**src/rtl/dpa_pkg.sv**
```systemverilog
package dpa_pkg;
  localparam int unsigned LANE_W = 32;
  localparam int unsigned BYTE_W = 8;
  localparam int unsigned WORD_W = 16;
  localparam int unsigned N_BYTE = LANE_W / BYTE_W;
  localparam int unsigned N_WORD = LANE_W / WORD_W;
  // a product slot must hold a full signed word product plus a sign guard
  localparam int unsigned PROD_W = 2 * WORD_W + 1;
  // room for N_BYTE product slots plus the accumulator
  localparam int unsigned SUM_W  = PROD_W + $clog2(N_BYTE) + 1;

  typedef enum logic {
    MODE_BYTE = 1'b0,
    MODE_WORD = 1'b1
  } dpa_mode_e;

  typedef logic signed [PROD_W-1:0] prod_t;
endpackage

```
**src/rtl/dpa_rst_sync.sv**
```systemverilog
module dpa_rst_sync (
  input  logic clk,
  input  logic rst_n,
  output logic rst_n_sync
);
  logic meta_q;
  logic sync_q;

  always_ff @(posedge clk or negedge rst_n) begin
    if (!rst_n) begin
      meta_q <= 1'b0;
      sync_q <= 1'b0;
    end else begin
      meta_q <= 1'b1;
      sync_q <= meta_q;
    end
  end

  assign rst_n_sync = sync_q;
endmodule

```
**src/rtl/dpa_prod_stage.sv**
```systemverilog
module dpa_prod_stage
  import dpa_pkg::*;
(
  input  logic                     clk,
  input  logic                     rst_n,
  input  logic                     in_valid,
  input  logic [LANE_W-1:0]        src_a,
  input  logic [LANE_W-1:0]        src_b,
  input  logic [LANE_W-1:0]        acc_in,
  input  dpa_mode_e                mode,
  input  logic                     sat_en,
  output logic                     s1_valid,
  output prod_t [N_BYTE-1:0]       s1_prod,
  output logic [LANE_W-1:0]        s1_acc,
  output logic                     s1_sat
);
  localparam int unsigned BP_W = 2 * BYTE_W + 1;
  localparam int unsigned WP_W = 2 * WORD_W;
  localparam int BP_MAX = (2 ** BYTE_W - 1) * (2 ** (BYTE_W - 1) - 1);
  localparam int BP_MIN = -((2 ** BYTE_W - 1) * (2 ** (BYTE_W - 1)));

  logic signed [BP_W-1:0] byte_p [N_BYTE];
  logic signed [WP_W-1:0] word_p [N_WORD];
  prod_t [N_BYTE-1:0]     prod_d;

  // byte lanes: unsigned A times signed B
  for (genvar gi = 0; gi < N_BYTE; gi++) begin : g_byte
    logic signed [BP_W-1:0] a_ext;
    logic signed [BP_W-1:0] b_ext;
    assign a_ext = {{(BP_W-BYTE_W){1'b0}}, src_a[gi*BYTE_W +: BYTE_W]};
    assign b_ext = {{(BP_W-BYTE_W){src_b[gi*BYTE_W+BYTE_W-1]}},
                    src_b[gi*BYTE_W +: BYTE_W]};
    assign byte_p[gi] = a_ext * b_ext;
  end

  // word lanes: signed A times signed B
  for (genvar gj = 0; gj < N_WORD; gj++) begin : g_word
    logic signed [WP_W-1:0] a_ext;
    logic signed [WP_W-1:0] b_ext;
    assign a_ext = {{(WP_W-WORD_W){src_a[gj*WORD_W+WORD_W-1]}},
                    src_a[gj*WORD_W +: WORD_W]};
    assign b_ext = {{(WP_W-WORD_W){src_b[gj*WORD_W+WORD_W-1]}},
                    src_b[gj*WORD_W +: WORD_W]};
    assign word_p[gj] = a_ext * b_ext;
  end

  // slot selection: word products occupy the low slots, upper slots zero
  for (genvar gk = 0; gk < N_BYTE; gk++) begin : g_sel
    if (gk < N_WORD) begin : g_shared
      always_comb begin
        if (mode == MODE_WORD) begin
          prod_d[gk] = {{(PROD_W-WP_W){word_p[gk][WP_W-1]}}, word_p[gk]};
        end else begin
          prod_d[gk] = {{(PROD_W-BP_W){byte_p[gk][BP_W-1]}}, byte_p[gk]};
        end
      end
    end else begin : g_byte_only
      always_comb begin
        if (mode == MODE_WORD) begin
          prod_d[gk] = '0;
        end else begin
          prod_d[gk] = {{(PROD_W-BP_W){byte_p[gk][BP_W-1]}}, byte_p[gk]};
        end
      end
    end
  end

  logic valid_d;
  assign valid_d = in_valid;

  always_ff @(posedge clk or negedge rst_n) begin
    if (!rst_n) begin
      s1_valid <= 1'b0;
    end else begin
      s1_valid <= valid_d;
    end
  end

  // datapath registers: clock-enabled, no reset
  always_ff @(posedge clk) begin
    if (in_valid) begin
      s1_prod <= prod_d;
      s1_acc  <= acc_in;
      s1_sat  <= sat_en;
    end
  end

  // word mode leaves the upper product slot empty
  assert_word_slots_R2: assert property (@(posedge clk) disable iff (!rst_n)
    (in_valid && mode == MODE_WORD) |=> (s1_prod[N_BYTE-1] == '0));

  // each byte-mode product stays inside unsigned x signed byte range
  for (genvar ga = 0; ga < N_BYTE; ga++) begin : g_chk
    assert_byte_range_R1: assert property (@(posedge clk) disable iff (!rst_n)
      (in_valid && mode == MODE_BYTE) |=>
        ($signed(s1_prod[ga]) <= BP_MAX && $signed(s1_prod[ga]) >= BP_MIN));
  end
endmodule

```
**src/rtl/dpa_acc_stage.sv**
```systemverilog
module dpa_acc_stage
  import dpa_pkg::*;
(
  input  logic                clk,
  input  logic                rst_n,
  input  logic                s1_valid,
  input  prod_t [N_BYTE-1:0]  s1_prod,
  input  logic [LANE_W-1:0]   s1_acc,
  input  logic                s1_sat,
  output logic                res_valid,
  output logic [LANE_W-1:0]   res_data
);
  localparam logic signed [SUM_W-1:0] SAT_HI =
    {{(SUM_W-LANE_W+1){1'b0}}, {(LANE_W-1){1'b1}}};
  localparam logic signed [SUM_W-1:0] SAT_LO =
    {{(SUM_W-LANE_W+1){1'b1}}, {(LANE_W-1){1'b0}}};
  localparam logic [LANE_W-1:0] CLAMP_HI = {1'b0, {(LANE_W-1){1'b1}}};
  localparam logic [LANE_W-1:0] CLAMP_LO = {1'b1, {(LANE_W-1){1'b0}}};

  logic signed [SUM_W-1:0] sum_full;
  logic                    over_hi;
  logic                    over_lo;
  logic [LANE_W-1:0]       res_d;

  // exact sum of all slots and the accumulator
  always_comb begin
    sum_full = {{(SUM_W-LANE_W){s1_acc[LANE_W-1]}}, s1_acc};
    for (int i = 0; i < N_BYTE; i++) begin
      sum_full = sum_full +
        {{(SUM_W-PROD_W){s1_prod[i][PROD_W-1]}}, s1_prod[i]};
    end
  end

  assign over_hi = (sum_full > SAT_HI);
  assign over_lo = (sum_full < SAT_LO);

  always_comb begin
    res_d = sum_full[LANE_W-1:0];
    if (s1_sat) begin
      if (over_hi) begin
        res_d = CLAMP_HI;
      end else if (over_lo) begin
        res_d = CLAMP_LO;
      end
    end
  end

  always_ff @(posedge clk or negedge rst_n) begin
    if (!rst_n) begin
      res_valid <= 1'b0;
    end else begin
      res_valid <= s1_valid;
    end
  end

  always_ff @(posedge clk) begin
    if (s1_valid) begin
      res_data <= res_d;
    end
  end

  assert_wrap_R3: assert property (@(posedge clk) disable iff (!rst_n)
    (s1_valid && !s1_sat) |=> (res_data == $past(sum_full[LANE_W-1:0])));

  assert_clamp_hi_R4: assert property (@(posedge clk) disable iff (!rst_n)
    (s1_valid && s1_sat && sum_full > SAT_HI) |=> (res_data == CLAMP_HI));

  assert_clamp_lo_R5: assert property (@(posedge clk) disable iff (!rst_n)
    (s1_valid && s1_sat && sum_full < SAT_LO) |=> (res_data == CLAMP_LO));

  assert_exact_in_range_R6: assert property (@(posedge clk) disable iff (!rst_n)
    (s1_valid && s1_sat && sum_full <= SAT_HI && sum_full >= SAT_LO) |=>
      (res_data == $past(sum_full[LANE_W-1:0])));

  assert_hold_R9: assert property (@(posedge clk) disable iff (!rst_n)
    !s1_valid |=> $stable(res_data));
endmodule

```
**src/rtl/dpa_lane.sv**
```systemverilog
module dpa_lane
  import dpa_pkg::*;
(
  input  logic              clk,
  input  logic              rst_n,
  input  logic              in_valid,
  input  logic [LANE_W-1:0] src_a,
  input  logic [LANE_W-1:0] src_b,
  input  logic [LANE_W-1:0] acc_in,
  input  logic              mode_word,
  input  logic              sat_en,
  output logic              res_valid,
  output logic [LANE_W-1:0] res_data
);
  logic               rst_n_sync;
  logic               s1_valid;
  prod_t [N_BYTE-1:0] s1_prod;
  logic [LANE_W-1:0]  s1_acc;
  logic               s1_sat;
  dpa_mode_e          mode;

  assign mode = dpa_mode_e'(mode_word);

  dpa_rst_sync rst_sync_i (
    .clk        (clk),
    .rst_n      (rst_n),
    .rst_n_sync (rst_n_sync)
  );

  dpa_prod_stage prod_stage_i (
    .clk      (clk),
    .rst_n    (rst_n_sync),
    .in_valid (in_valid),
    .src_a    (src_a),
    .src_b    (src_b),
    .acc_in   (acc_in),
    .mode     (mode),
    .sat_en   (sat_en),
    .s1_valid (s1_valid),
    .s1_prod  (s1_prod),
    .s1_acc   (s1_acc),
    .s1_sat   (s1_sat)
  );

  dpa_acc_stage acc_stage_i (
    .clk       (clk),
    .rst_n     (rst_n_sync),
    .s1_valid  (s1_valid),
    .s1_prod   (s1_prod),
    .s1_acc    (s1_acc),
    .s1_sat    (s1_sat),
    .res_valid (res_valid),
    .res_data  (res_data)
  );

  assert_latency_R7: assert property (@(posedge clk) disable iff (!rst_n_sync)
    res_valid == $past(s1_valid));

  assert_reset_idle_R8: assert property (@(posedge clk)
    !rst_n_sync |-> !res_valid);
endmodule

```
**config.mk**
```make
export PLATFORM = sky130hd
export DESIGN_NAME = dpa_lane
export DESIGN_NICKNAME = d
export VERILOG_FILES = /design/src/rtl/dpa_pkg.sv /design/src/rtl/dpa_rst_sync.sv /design/src/rtl/dpa_prod_stage.sv /design/src/rtl/dpa_acc_stage.sv /design/src/rtl/dpa_lane.sv
export SDC_FILE = /design/constraint.sdc
export NUM_CORES = 2
export LEC_CHECK = 0
export ABC_CLOCK_PERIOD_IN_PS = 900
export BUFFER_PORTS_ARGS = -buffer_cell sky130_fd_sc_hd__buf_2
export CORE_ASPECT_RATIO = 1.25
export CORE_MARGIN = 4
export CORE_UTILIZATION = 64
export CTS_BUF_LIST = sky130_fd_sc_hd__clkbuf_8
export CTS_CLUSTER_SIZE = 25
export DETAILED_ROUTE_END_ITERATION = 16
export PLACE_DENSITY = 0.93
export SETUP_SLACK_MARGIN = 0.05
export SLEW_MARGIN = 20
export SYNTH_ARGS = -nofsm -noshare
export SYNTH_HDL_FRONTEND = slang
export SYNTH_SLANG_ARGS = --single-unit
```
**constraint.sdc**
```tcl
create_clock -name clk -period 0.9 [get_ports clk]
set_clock_uncertainty 0.1 [all_clocks]
set_input_delay 0.045 -clock clk [delete_from_list [all_inputs] [get_ports clk]]
set_output_delay 0.045 -clock clk [all_outputs]
set_load 0.02 [all_outputs]
```
==> impl_metrics.toml, run 1 <==
[status]
status = "did not finish"
lastStage = "global routing (5_1_grt)"
error = "[ERROR GRT-0116] Global routing finished with congestion. Check the congestion regions in the DRC Viewer."

[floorplanning]
die_h_um = 276
die_w_um = 222
pin_count = 134
start_util_pct = 64.5
rows = 98

[synthesis]
ys_seq_elements = 167
synth.avg_cell_area_um2 = 9.74
ys_warn_count = 0
netlist_instances = 3778
async_flop_share_pct = 2.40
synth_cell_types = 66
synth-edff-count = 163
netlist_area_mm2 = 0.0368
syn_nets = 4991
ys_seq_area_share_pct = 13.6
synth_flop_cell = "edfxtp_1"

[global_routing]
grt_pass1_vias = 54100
grt_max_degree = 34
grtUsageTotal_pct = 90.8
grt_pass1_wl_mm = 414
overflow = 1677

[placed_design]
dpl-instance-area_mm2 = 0.0457
gp_congestion = 0.973
dp_hpwl_mm = 113
port_buffers = 133

[clocking]
h-tree-depth = 4
cts_sinks = 167
clockRootBuffer = "clkbuf_8"
max-clock-path-buffers = 2
cts_made_buffers = 17
metal layers:
layer | overflow | GRT usage (%)
met1 | 111 | 86.9
met2 | 962 | 102
met3 | 99 | 82.4
met4 | 493 | 93.8
met5 | 12 | 70.3
stage by stage:
stage / TNS, ns / setup WS [ns] / utilization (%) / instances
after global placement: -518.59 / -5.18 / 80.2 / 5351
after CTS: -498.71 / -5.49 / 87.4 / 5534
after detailed placement: -570.20 / -5.73 / 80.2 / 5351
after floorplan: -447.93 / -4.84 / - / 3778
cells by family after synthesis:
| logic type | count (synthesis) | synth area share, % |
|---|---|---|
| compound gates | 462 | 8.06 |
| xor+xnor | 161 | 3.83 |
| fa+ha+maj | 1112 | 52.3 |
| buf+inv | 1000 | 10.2 |
| flops | 167 | 13.6 |
| mux | 10 | 0.296 |
| other cells | 1 | 0.0102 |
| simple gates | 865 | 11.7 |
cell usage after synthesis, drive strengths merged, types with 3 or more instances:
| cell | instances | area, um2 |
|---|---|---|
| xor2 | 46 | 403 |
| nand3b | 3 | 22.5 |
| nor3 | 31 | 155 |
| o21ai | 129 | 646 |
| nand2 | 322 | 1210 |
| clkbuf | 90 | 338 |
| or2 | 6 | 37.5 |
| o31ai | 8 | 60.1 |
| nand3 | 22 | 110 |
| inv | 903 | 3390 |
| a31oi | 11 | 68.8 |
| mux2 | 7 | 78.8 |
| a2111oi | 4 | 35.0 |
| o211ai | 10 | 75.1 |
| buf | 7 | 36.3 |
| a211oi | 8 | 65.1 |
| and3 | 8 | 50.1 |
| mux2i | 3 | 30.0 |
| nor2 | 111 | 417 |
| a221oi | 3 | 32.5 |
| or3 | 9 | 56.3 |
| o41ai | 9 | 97.6 |
| edfxtp | 163 | 4890 |
| nand4 | 7 | 43.8 |
| a41oi | 6 | 60.1 |
| nand2b | 60 | 375 |
| ha | 401 | 5020 |
| o21bai | 19 | 143 |
| a21oi | 113 | 569 |
| a31o | 3 | 26.3 |
| xnor2 | 115 | 1010 |
| o21a | 18 | 135 |
| and2 | 249 | 1560 |
| a211o | 3 | 26.3 |
| dfrtp | 4 | 100 |
| a21o | 87 | 653 |
| nor2b | 30 | 188 |
| a21boi | 15 | 113 |
| fa | 711 | 14200 |
repair_timing:
item | 4_1_cts
hold buffers | 37
endpoints found under the hold margin | 167
cloned | 4
setup endpoints to repair | 191
setup buffers | 125
pin swaps | 317
resized for setup | 647
==> inputs of run 2 (changes only) <==
Settings changed: CORE_ASPECT_RATIO 1.25 to unset, CORE_UTILIZATION 64 to 40, CTS_BUF_LIST sky130_fd_sc_hd__clkbuf_8 to unset, CTS_CLUSTER_SIZE 25 to unset, PLACE_DENSITY 0.93 to unset, PLACE_DENSITY_LB_ADDON set to 0.15, SETUP_SLACK_MARGIN 0.05 to unset.
==> run 2 against run 1 <==
Against the previous run: the flow now finishes, with violations (setup timing); synthesized cell count unchanged; synthesized area unchanged.
==> impl_metrics.toml, run 2 <==
[synthesis]
synth.most_common_cell = "inv_1"
netlist_instances = 3778
ys_warn_count = 0
yosysTopAreaCell = "fa_1"
ys_top_cells_by_area = "fa_1 39%, ha_1 14%, edfxtp_1 13%, inv_1 9.2%, and2_1 4.2%"
synth-edff-count = 163
async_flop_share_pct = 2.40
syn_nets = 4991
ys_top_cells_by_count = "903 x inv_1, 711 x fa_1, 401 x ha_1, 322 x nand2_1, 249 x and2_1"
ys_seq_elements = 167
ys_seq_area_share_pct = 13.6
synth_flop_cell = "edfxtp_1"
synth_cell_types = 66
netlist_area_mm2 = 0.0368
synth.avg_cell_area_um2 = 9.74
netlist.area_leader.share_pct = 38.7

[setup_path]
criticalPathCategory = "flop to flop"
required_ns = 0.99
crit_fanout = 8
worstSetupStartpointType = "flop"
endpoint_kind = "flop"
arrival_ns = 6.08

[routing]
routed_via_density = 4.74
routed_wl_mm = 103
wire_per_inst_um = 17.1
drc = 0
antenna_left = 0
via_count = 28500
drtIter0Drc = 1296
firstDrtPassIters = 5

[clocking]
h-tree-depth = 4
insertion_delay_ns = 0.46
cts_made_buffers = 17
cts_tree = "built"
clockRootBuffer = "clkbuf_16"
max-clock-path-buffers = 2
clkTransAtPathRegs_ns = 0.07
cts_sinks = 167
cts_hold_buf = 38

[sta]
timing.final.ws_setup_ns = -5.09
setup_viol = 191
slew_headroom_pct = 65.9
grt_setup_unrepaired = "true"
drv_slew = 0
min_period_ns = 5.99
clock.fmax_ghz = 0.167
finalHoldViolCount = 0
holdWs_ns = 0.00346
finalCritPeriodShare_pct = 666
tightest_slew_ns = 0.507

[floorplanning]
die_h_um = 311
start_util_pct = 40.6
core_mm2 = 0.0906
design.die.area_mm2 = 0.0969
pin_count = 134
die_w_um = 311
rows = 110

[layout]
regArea_mm2 = 0.00500
largest_reg_flops = 98
largest-register = "prod_stage_i.s1_prod"
nNetsFinal = 6038
final.fill_count = 8002
multi_input_area_mm2 = 0.0315
final_cell_mix = "827 x inv_1, 823 x buf_4, 661 x fa_1"
mostFrequentLayoutCell = "inv_1"
drive_gt1_share_pct = 36.3
final_area_mm2 = 0.0516
syn_to_final_growth_pct = 40.1
top_regs = "prod_stage_i.s1_prod: 98 flops, acc_stage_i.res_data: 32 flops, prod_stage_i.s1_acc: 32 flops"

[global_routing]
grt_max_degree = 34
antenna_found_initial = 2
grt_pass1_vias = 31000
overflow = 0
grtUsageTotal_pct = 21.8
grt_pass1_wl_mm = 168

[placed_design]
dp_hpwl_mm = 87.7
dpl-instance-area_mm2 = 0.0468
port_buffers = 133
gp_congestion = 0.870

[status]
status = "finished with violations"
violations = "setup timing"

[hold_path]
hp-class = "input port to flop"

[run]
timing.max_cap.violations = 0
==> run 2: cell counts after synthesis <==
Identical to the previous run, type by type.
==> run 2: final timing paths <==
check	slack [ns]	from	endpoint	depth (start not counted)
min	0.003	in_valid	prod_stage_i.s1_prod[103]	2
max	-5.09	prod_stage_i.s1_prod[0]	acc_stage_i.res_data[18]	26
max in group asynchronous	0.08	rst_sync_i.rst_n_sync	prod_stage_i.s1_valid	1
min in group asynchronous	0.34	rst_n	rst_sync_i.meta_q	3
max reg2reg	-5.09	prod_stage_i.s1_prod[0]	acc_stage_i.res_data[18]	26
min reg2reg	0.26	rst_sync_i.meta_q	rst_sync_i.rst_n_sync	0
==> run 2: logic make-up after synthesis <==
kind of cell               Yosys count  synth area share [%]
other                                1                0.0102
xor gates and xnor gates           161                  3.83
DFF                                167                  13.6
buffers and inverters             1000                  10.2
adders and majority gates         1112                  52.3
AOI/OAI and AO/OA                  462                  8.06
and+or+nand+nor                    865                  11.7
muxes                               10                 0.296
==> run 2: cell type report <==
class / count / area share [%]
diodes: 2 / 0.00971
flip-flops and latches: 167 / 9.70
clock inverters: 15 / 0.345
multi-input cells: 2611 / 61.1
well taps: 1176 / 2.85
repair buffers: 1125 / 18.6
inverters: 903 / 6.59
clock buffers: 17 / 0.825
==> run 2: stage by stage <==
stage,cells,setup TNS [ns],util (%),setup WS [ns]
5_1_grt,6014,-498.23,56.9,-5.45
3_3_place_gp,5845,-535.07,51.7,-5.28
4_1_cts,5990,-470.37,55.7,-5.04
3_5_place_dp,5845,-535.25,51.7,-5.33
2_1_floorplan,3778,-447.95,-,-4.84
6_report,6016,-472.21,56.9,-5.09
==> run 2: metal layers <==
metal	wire length (um)	part of all wire, %	global-route usage, %	vias up
li1	-	-	-	13800
met1	49100	48	31.8	14200
met2	48200	47	35.5	468
met3	4080	4.0	2.90	78
met4	1620	1.6	3.67	0
met5	0	0	0	-
==> run 2: worst max-delay path: stages (launching register included) <==
cell and delay, ns:
edfxtp_1 0.42, ha_4 0.19, fa_2 0.36, a21o_1 0.17
a21oi_2 0.13, nor2_1 0.06, o21a_1 0.21, o211ai_1 0.17
buf_4 0.18, a41oi_2 0.11, o21a_1 0.22, o21a_1 0.23
nor2_4 0.16, fa_1 0.44, ha_4 0.25, a21o_1 0.16
a221o_1 0.37, and3_4 0.20, nor4_4 0.14, a21oi_2 0.12
o2bb2ai_4 0.16, o41ai_2 0.26, a21oi_2 0.13, o41ai_4 0.40
buf_6 0.19, buf_12 0.14, o21ai_2 0.06
==> run 2: repair_timing <==
item | 4_1_cts | 5_1_grt
pin swaps | 251 | 178
gates cloned | 9 | 1
setup endpoints to repair | 191 | 191
buffers inserted | 72 | 37
hold endpoints to repair | 43 | 3
resized for setup | 490 | 232
Power of run 2 is left out: the tool's default activity adds up to more than one toggle a clock period on the data nets, which glitch-free logic cannot reach.
